`src/rtl/wb_pkg.sv`:
```
package wb_pkg;
   // Port operation select: 0 = read cycle, 1 = write cycle
   typedef enum logic {
      OP_READ  = 1'b0,
      OP_WRITE = 1'b1
   } port_op_e;
endpackage

```
`src/rtl/wb_valid_track.sv`:
```
module wb_valid_track #(
   parameter int DEPTH = 16,
   parameter int AW    = $clog2(DEPTH)
) (
   input  logic             clk,
   input  logic             rst,
   input  logic             set_en,
   input  logic [AW-1:0]    set_addr,
   input  logic             clr_en,
   input  logic [AW-1:0]    clr_addr,
   output logic [DEPTH-1:0] occ
);
   // One occupancy flag per entry: set on write, cleared on consuming read
   for (genvar i = 0; i < DEPTH; i++) begin : g_ent
      logic hit_set, hit_clr;
      assign hit_set = set_en && (set_addr == AW'(i));
      assign hit_clr = clr_en && (clr_addr == AW'(i));
      always_ff @(posedge clk) begin
         if (rst)
            occ[i] <= 1'b0;
         else if (hit_set)
            occ[i] <= 1'b1;
         else if (hit_clr)
            occ[i] <= 1'b0;
      end
   end
endmodule

```
`src/rtl/wb_port_arb.sv`:
```
module wb_port_arb
   import wb_pkg::*;
#(
   parameter bit DUAL_PORT = 1'b0
) (
   input  logic     rst,
   input  logic     wr_valid,
   input  logic     wr_slot_free,
   input  logic     rd_slot_full,
   output logic     wr_go,
   output logic     rd_ok,
   output port_op_e sel
);
   assign wr_go = !rst && wr_valid && wr_slot_free;

   if (DUAL_PORT) begin : g_dual
      // Separate buses: no sharing, read depends only on occupancy
      assign rd_ok = !rst && rd_slot_full;
      assign sel   = OP_READ;
   end else begin : g_single
      // Shared port: an accepted write claims the cycle
      assign sel   = wr_go ? OP_WRITE : OP_READ;
      assign rd_ok = !rst && rd_slot_full && (sel == OP_READ);
   end
endmodule

```
`src/rtl/wb_ram.sv`:
```
module wb_ram
   import wb_pkg::*;
#(
   parameter int DEPTH     = 16,
   parameter int DATA_W    = 16,
   parameter bit DUAL_PORT = 1'b0,
   parameter int AW        = $clog2(DEPTH)
) (
   input  logic              clk,
   input  port_op_e          sel,
   input  logic              we,
   input  logic [AW-1:0]     waddr,
   input  logic [DATA_W-1:0] wdata,
   input  logic              re,
   input  logic [AW-1:0]     raddr,
   output logic [DATA_W-1:0] q
);
   logic [DATA_W-1:0] mem [DEPTH];

   if (DUAL_PORT) begin : g_dual
      always_ff @(posedge clk) begin
         if (we) mem[waddr] <= wdata;
         if (re) q <= mem[raddr];
      end
   end else begin : g_single
      logic [AW-1:0] port_addr;
      assign port_addr = (sel == OP_WRITE) ? waddr : raddr;
      always_ff @(posedge clk) begin
         if (sel == OP_WRITE) begin
            if (we) mem[port_addr] <= wdata;
         end else if (re) begin
            q <= mem[port_addr];
         end
      end
   end
endmodule

```
`src/rtl/wb_buf_level.sv`:
```
module wb_buf_level
   import wb_pkg::*;
#(
   parameter int DEPTH     = 16,
   parameter int DATA_W    = 16,
   parameter bit DUAL_PORT = 1'b0,
   localparam int AW       = $clog2(DEPTH)
) (
   input  logic              clk,
   input  logic              rst,
   input  logic              wr_valid,
   output logic              wr_ready,
   input  logic [AW-1:0]     wr_addr,
   input  logic [DATA_W-1:0] wr_data,
   input  logic              rd_valid,
   output logic              rd_ready,
   input  logic [AW-1:0]     rd_addr,
   output logic              rdata_valid,
   output logic [DATA_W-1:0] rdata
);
   if (DEPTH < 2 || (1 << AW) != DEPTH) begin : g_chk_depth
      $error("DEPTH must be a power of two >= 2");
   end
   if (DATA_W < 1) begin : g_chk_width
      $error("DATA_W must be positive");
   end

   logic [DEPTH-1:0] occ;
   logic             wr_go, rd_ok, rd_go;
   port_op_e         sel;

   wb_port_arb #(.DUAL_PORT(DUAL_PORT)) u_arb (
      .rst          (rst),
      .wr_valid     (wr_valid),
      .wr_slot_free (!occ[wr_addr]),
      .rd_slot_full (occ[rd_addr]),
      .wr_go        (wr_go),
      .rd_ok        (rd_ok),
      .sel          (sel)
   );

   assign wr_ready = wr_go || (!rst && !occ[wr_addr]);
   assign rd_ready = rd_ok;
   assign rd_go    = rd_valid && rd_ok;

   wb_valid_track #(.DEPTH(DEPTH)) u_occ (
      .clk      (clk),
      .rst      (rst),
      .set_en   (wr_go),
      .set_addr (wr_addr),
      .clr_en   (rd_go),
      .clr_addr (rd_addr),
      .occ      (occ)
   );

   wb_ram #(.DEPTH(DEPTH), .DATA_W(DATA_W), .DUAL_PORT(DUAL_PORT)) u_ram (
      .clk   (clk),
      .sel   (sel),
      .we    (wr_go),
      .waddr (wr_addr),
      .wdata (wr_data),
      .re    (rd_go),
      .raddr (rd_addr),
      .q     (rdata)
   );

   always_ff @(posedge clk) begin
      if (rst) rdata_valid <= 1'b0;
      else     rdata_valid <= rd_go;
   end
endmodule

```
`config.mk`:
```
export PLATFORM = sky130hd
export DESIGN_NAME = wb_buf_level
export DESIGN_NICKNAME = d
export VERILOG_FILES = /design/src/rtl/wb_pkg.sv /design/src/rtl/wb_valid_track.sv /design/src/rtl/wb_port_arb.sv /design/src/rtl/wb_ram.sv /design/src/rtl/wb_buf_level.sv
export SDC_FILE = /design/constraint.sdc
export NUM_CORES = 1
export LEC_CHECK = 0
export BUFFER_PORTS_ARGS = -buffer_cell sky130_fd_sc_hd__buf_2
export CORE_ASPECT_RATIO = 0.9
export CORE_MARGIN = 10
export CORE_UTILIZATION = 57
export CTS_CLUSTER_DIAMETER = 30
export DETAILED_ROUTE_END_ITERATION = 10
export PLACE_DENSITY = 0.74
export SYNTH_ARGS = -nofsm -noshare
export SYNTH_HDL_FRONTEND = slang
export SYNTH_HIERARCHICAL = 1
export SYNTH_SLANG_ARGS = --single-unit
```
`constraint.sdc`:
```
create_clock -name clk -period 10.2 [get_ports clk]
set_input_delay 2.04 -clock clk [delete_from_list [all_inputs] [get_ports clk]]
set_output_delay 2.04 -clock clk [all_outputs]
set_load 0.01 [all_outputs]
```
Word level (Yosys, flattened, before mapping)

Memories as Yosys holds them, arrays and structs flattened. A register that Yosys moved wholly into a read port is not among the register bits.
Index checks and enable logic that the tools add are counted.

Register bits after elaboration: 17
RAM bits: 256
Input bits: 28
Output and inout port bits: 19
Logic and storage cells: 151
Memories: 1

Memories:

| memory    | depth | bits a word | read ports | clocked after memory_dff | write ports | RTL line     | RTL |
|---|---|---|---|---|---|---|---|
| u_ram.mem | 16    | 16          | 1          | 1                        | 1           | wb_ram.sv:18 | `logic [DATA_W-1:0] mem [DEPTH];` |

$lt $le $gt $ge: 2
Equality and inequality tests: 30
Mux-type cells: 40
Bitwise gates (word level): 1
Reductions and logical operators: 60

Operator list:

| kind                                                 | number |
|---|---|
| equality test 4 bit (second input constant)          | 16 |
| logical AND 1 bit                                    | 38 |
| two-way mux 1 bit                                    | 37 |
| equality test 4 x 3 -> 1 bit (second input constant) | 8 |
| nonzero test 2 bit                                   | 16 |
| equality test 4 x 2 -> 1 bit (second input constant) | 4 |
| < comparator 4 x 5 -> 1 bit (second input constant)  | 2 |
| binary-select mux 1 bit (select 4 bit)               | 2 |
| equality test 4 x 1 -> 1 bit (second input constant) | 2 |
| logical NOT 4 bit                                    | 2 |
| two-way mux 4 bit                                    | 1 |
| logical NOT 1 bit                                    | 2 |
| AND reduction 2 bit                                  | 1 |
| logical OR 1 bit                                     | 1 |
| NOT 1 bit                                            | 1 |

Logic depth before layout (Yosys ltp)

Word-level depth: 11
Gate-level depth with buffers: 12

Hierarchy

Netlist, hierarchy kept.

By module, submodules not included:

| module         | times used | cells each | area each (um^2) |
|---|---|---|---|
| wb_ram         | 1          | 679        | 11,324.6 |
| wb_valid_track | 1          | 71         | 681.9 |
| wb_buf_level   | 1          | 19         | 315.3 |
| wb_port_arb    | 1          | 4          | 23.8 |

Least setup slack after synthesis

No wires, ideal clock.

Path kind: input -> output
From: input wr_addr[0]
To: output wr_ready
Arrival: 3.603 ns
Path slack: 4.557 ns
Stages: 8
Buffers on the path: 1
Cell sequence: mux4_1 > mux2_2 > mux2i_1 > nand2_1 > nor2_1 > buf_4 > inv_1 > o221ai_1

Cells in the longest elaborated chain, start to end: 5
Elaborated cells on any way between the ends: 6
Those cells by class: mux: 2; reduce/logical: 4

Ends and longest elaborated chain:

| element                                 | RTL line           | RTL |
|---|---|---|
| start: declaration                      | wb_buf_level.sv:13 | `input logic [AW-1:0] wr_addr,` |
| binary-select mux 1 bit (select 4 bit)  | wb_buf_level.sv:35 | `.wr_slot_free (!occ[wr_addr]),` |
| two-way mux 1 bit (implied by the code) | wb_buf_level.sv:35 |  |
| logical NOT 1 bit                       | wb_buf_level.sv:35 |  |
| logical AND 1 bit                       | wb_port_arb.sv:14  | `assign wr_go = !rst && wr_valid && wr_slot_free;` |
| named net wr_go                         | wb_buf_level.sv:29 | `logic wr_go, rd_ok, rd_go;` |
| logical OR 1 bit                        | wb_buf_level.sv:42 | `assign wr_ready = wr_go \|\| (!rst && !occ[wr_addr]);` |
| end: declaration                        | wb_buf_level.sv:12 | `output logic wr_ready,` |

The timed path passes the listed nets, and every way through them passes these cells. The select of a mux whose other input is x is not followed.

Worst setup path after layout

From: input wr_addr[0]
To: output wr_ready

Cells in the longest elaborated chain, start to end: 5
Elaborated cells on any way between the ends: 6
Those cells by class: mux: 2; reduce/logical: 4

Ends and longest elaborated chain:

| element                                     | RTL line |
|---|---|
| binary-select mux 1 bit (select 4 bit) (*)  | wb_buf_level.sv:35, wb_buf_level.sv:42 |
| two-way mux 1 bit (implied by the code) (*) | wb_buf_level.sv:35, wb_buf_level.sv:42 |
| logical NOT 1 bit (*)                       | wb_buf_level.sv:35, wb_buf_level.sv:42 |
| logical AND 1 bit, on equally long branches | wb_port_arb.sv:14, wb_buf_level.sv:42 |
| logical OR 1 bit (*)                        | wb_buf_level.sv:42 |

Every way passes the cells marked *; elsewhere a longest branch is shown, timed or not. The select of a mux whose other input is x is not followed.

==> flow_summary.yaml <==
status:
  status: "completed"
drt:
  drcViolationCount: 0
  routed_wl_um: 31800
  drtAntennaViolNets: 0
  dr_total_vias: 7959
  avgViaCountPerCell: 6.76
  drt-initial-drc-count: 1061
  wire_per_inst_um: 27.0
  drtPass1Iterations: 8
place:
  placed_area_um2: 12900
  place_ws_ns: 3.20
  port_buffers: 46
  dp_hpwl_um: 18600
  place_congestion: 0.885
flow_run:
  cap_violations: 0
clocking:
  cts_root_buf: "clkbuf_16"
  postCtsHoldBufs: 0
  cts_sinks: 289
  cts_buffers: 52
  ctsResizeCount: 0
  postCtsSetupRepairBufs: 0
  h-tree-depth: 2
  clk_latency_ns: 0.55
  clk_pin_slew_ns: 0.05
  cts_tree: "built"
  cts_buffer_depth: 3
worst_setup_path:
  setup.worst_path.class: "in -> out"
  startpoint_type: "primary input"
  critPathMaxFanout: 54
  worstPathArrival_ns: 5.04
  ff2ff_path_depth: 10
  r2r_setup_slack_ns: 5.50
  endpoint_kind: "output port"
  r2r_start: "u_occ/occ[9]"
  r2r_end: "u_ram/q[12]"
  required_ns: 8.16
min_path:
  hp-class: "reg -> reg"
  hold_start: "u_occ/occ[8]"
  whs_endpoint: "u_occ/occ[8]"
  worst_hold_path.num_cells: 2
timing:
  period_needed_ns: 7.08
  finalSetupTns_ns: 0
  worst_slew_pin_slew_ns: 1.25
  finClkSkew_ns: 0.0182
  fmax_mhz: 141
  finalSetupViolCount: 0
  relSlewSlack_pct: 16.4
  fin_ws_ns: 3.12
  rsz0062_at_grt: "false"
  slew_violations: 0
  hold_violations: 0
  post-route-period-util_pct: 69.4
die:
  die_h_um: 160
  die_area_um2: 28000
  initial_core_util_pct: 57.6
  core_um2: 21400
  ios: 47
  die_w_um: 175
  num_rows: 51
pwr:
  power_w: 0.00313
  irDropWorstVdd_mv: 0.180
  p_leak_nw: 4.89
  power_density_nw_per_um2: 214
global_route:
  grt_pass1_wl_um: 48600
  grt_max_degree: 55
  grt_use_total_pct: 22.5
  first_global_vias: 8032
  overflow: 0
  antenna_found_initial: 0
synthesis:
  synth_seq_cells: 289
  mappedNetlistNets: 801
  seq_area_frac_synth_pct: 68.9
  netlist_area_um2: 12300
  synthDistinctLibCells: 52
  synthArstFlopShare_pct: 0
  yosys_most_used_dff: "edfxtp_1"
  yosys_warnings: 6
  syn-mean-instance-area_um2: 16.0
  synthCells: 773
  synth-edff-count: 272
cells_and_area:
  final_common_cell: "edfxtp_1"
  drive_above_1_share_pct: 24.8
  final_cell_area_um2: 14600
  diodes: 0
  nets: 871
  final_util_pct: 68.2
  final_cell_mix: "edfxtp_1, o21a_1, clkbuf_16"
  area_growth_pct: 18.4
==> Yosys cell counts (all sizes together), types with 2 or more instances <==
cell | number | area, um^2
nand3b | 3 | 22.5
nand2b | 5 | 33.8
buf | 25 | 176
o32ai | 3 | 33.8
and3b | 3 | 26.3
nand2 | 39 | 149
nor4 | 2 | 12.5
mux2i | 2 | 20.0
mux4 | 41 | 946
o211ai | 8 | 70.1
o21a | 93 | 698
nor2 | 24 | 90.1
inv | 4 | 15.0
o21ai | 49 | 245
nor2b | 5 | 31.3
nand3 | 5 | 25.0
dfxtp | 17 | 340
nand4 | 48 | 300
o311ai | 6 | 52.6
o41ai | 31 | 272
clkbuf | 36 | 140
edfxtp | 272 | 8170
nor3b | 4 | 50.1
mux2 | 3 | 37.5
or3b | 2 | 20.0
nand4b | 31 | 272
==> layout make-up <==
| type | count | area [um^2] |
|---|---|---|
| clock buffers | 55 | 1310 |
| clock inverters | 42 | 407 |
| fillers | 1388 | 6820 |
| inverters | 4 | 15.0 |
| multi-input cells | 419 | 3550 |
| flip-flops and latches | 289 | 8510 |
| well taps | 291 | 364 |
| repair buffers | 77 | 463 |
==> where the power goes <==
part	switching, W	internal [W]
Clock	0.000609	0.00105
Sequential	0.00000133	0.00130
Combinational	0.000103	0.0000561
Total	0.000713	0.00241
==> registers in the layout, indices dropped and copies added, names as in the netlist <==
signal       flops
u_ram/mem      256
u_occ/occ       16
u_ram/q         16
rdata_valid      1
==> through the flow <==
step,cells,hold WS (ns)
after detailed placement,1080,0.490
after global placement,1080,0.468
after floorplan,773,0.452
final,1177,0.493
after global routing,1177,0.520
after CTS,1177,0.490
==> critical path, cell delays in order <==
cell and delay (ns):
buf_2 0.08, buf_4 0.44, mux4_1 0.63, mux2_2 0.28
mux2i_1 0.16, nand2_1 0.13, nor2_4 0.88, inv_1 0.10
o221ai_1 0.10, buf_2 0.16
==> routing by layer <==
metal | up-vias | global-route usage, % | share of wire [%]
li1 | 3359 | - | -
met1 | 4007 | 29.6 | 39
met2 | 508 | 35.7 | 48
met3 | 85 | 6.77 | 10
met4 | 0 | 6.82 | 2.8
met5 | - | 0 | 0
==> kinds of logic after synthesis <==
family / share of synthesized area, %
and+or+nand+nor: 8.73
AOI/OAI and AO/OA: 11.5
muxes: 8.13
DFF: 68.9
buffers and inverters: 2.69
==> worst max path at each step <==
stage,startpoint,endpoint,slack (ns),cells after the start
6_report,wr_addr[0],wr_ready,3.12,10
5_1_grt,wr_addr[0],wr_ready,2.92,10
4_1_cts,wr_addr[0],wr_ready,3.15,10
3_5_place_dp,wr_addr[0],wr_ready,3.20,10
3_3_place_gp,wr_addr[0],wr_ready,3.30,10
2_1_floorplan,wr_addr[0],wr_ready,4.56,8
Power figures use the tool's default switching activity.
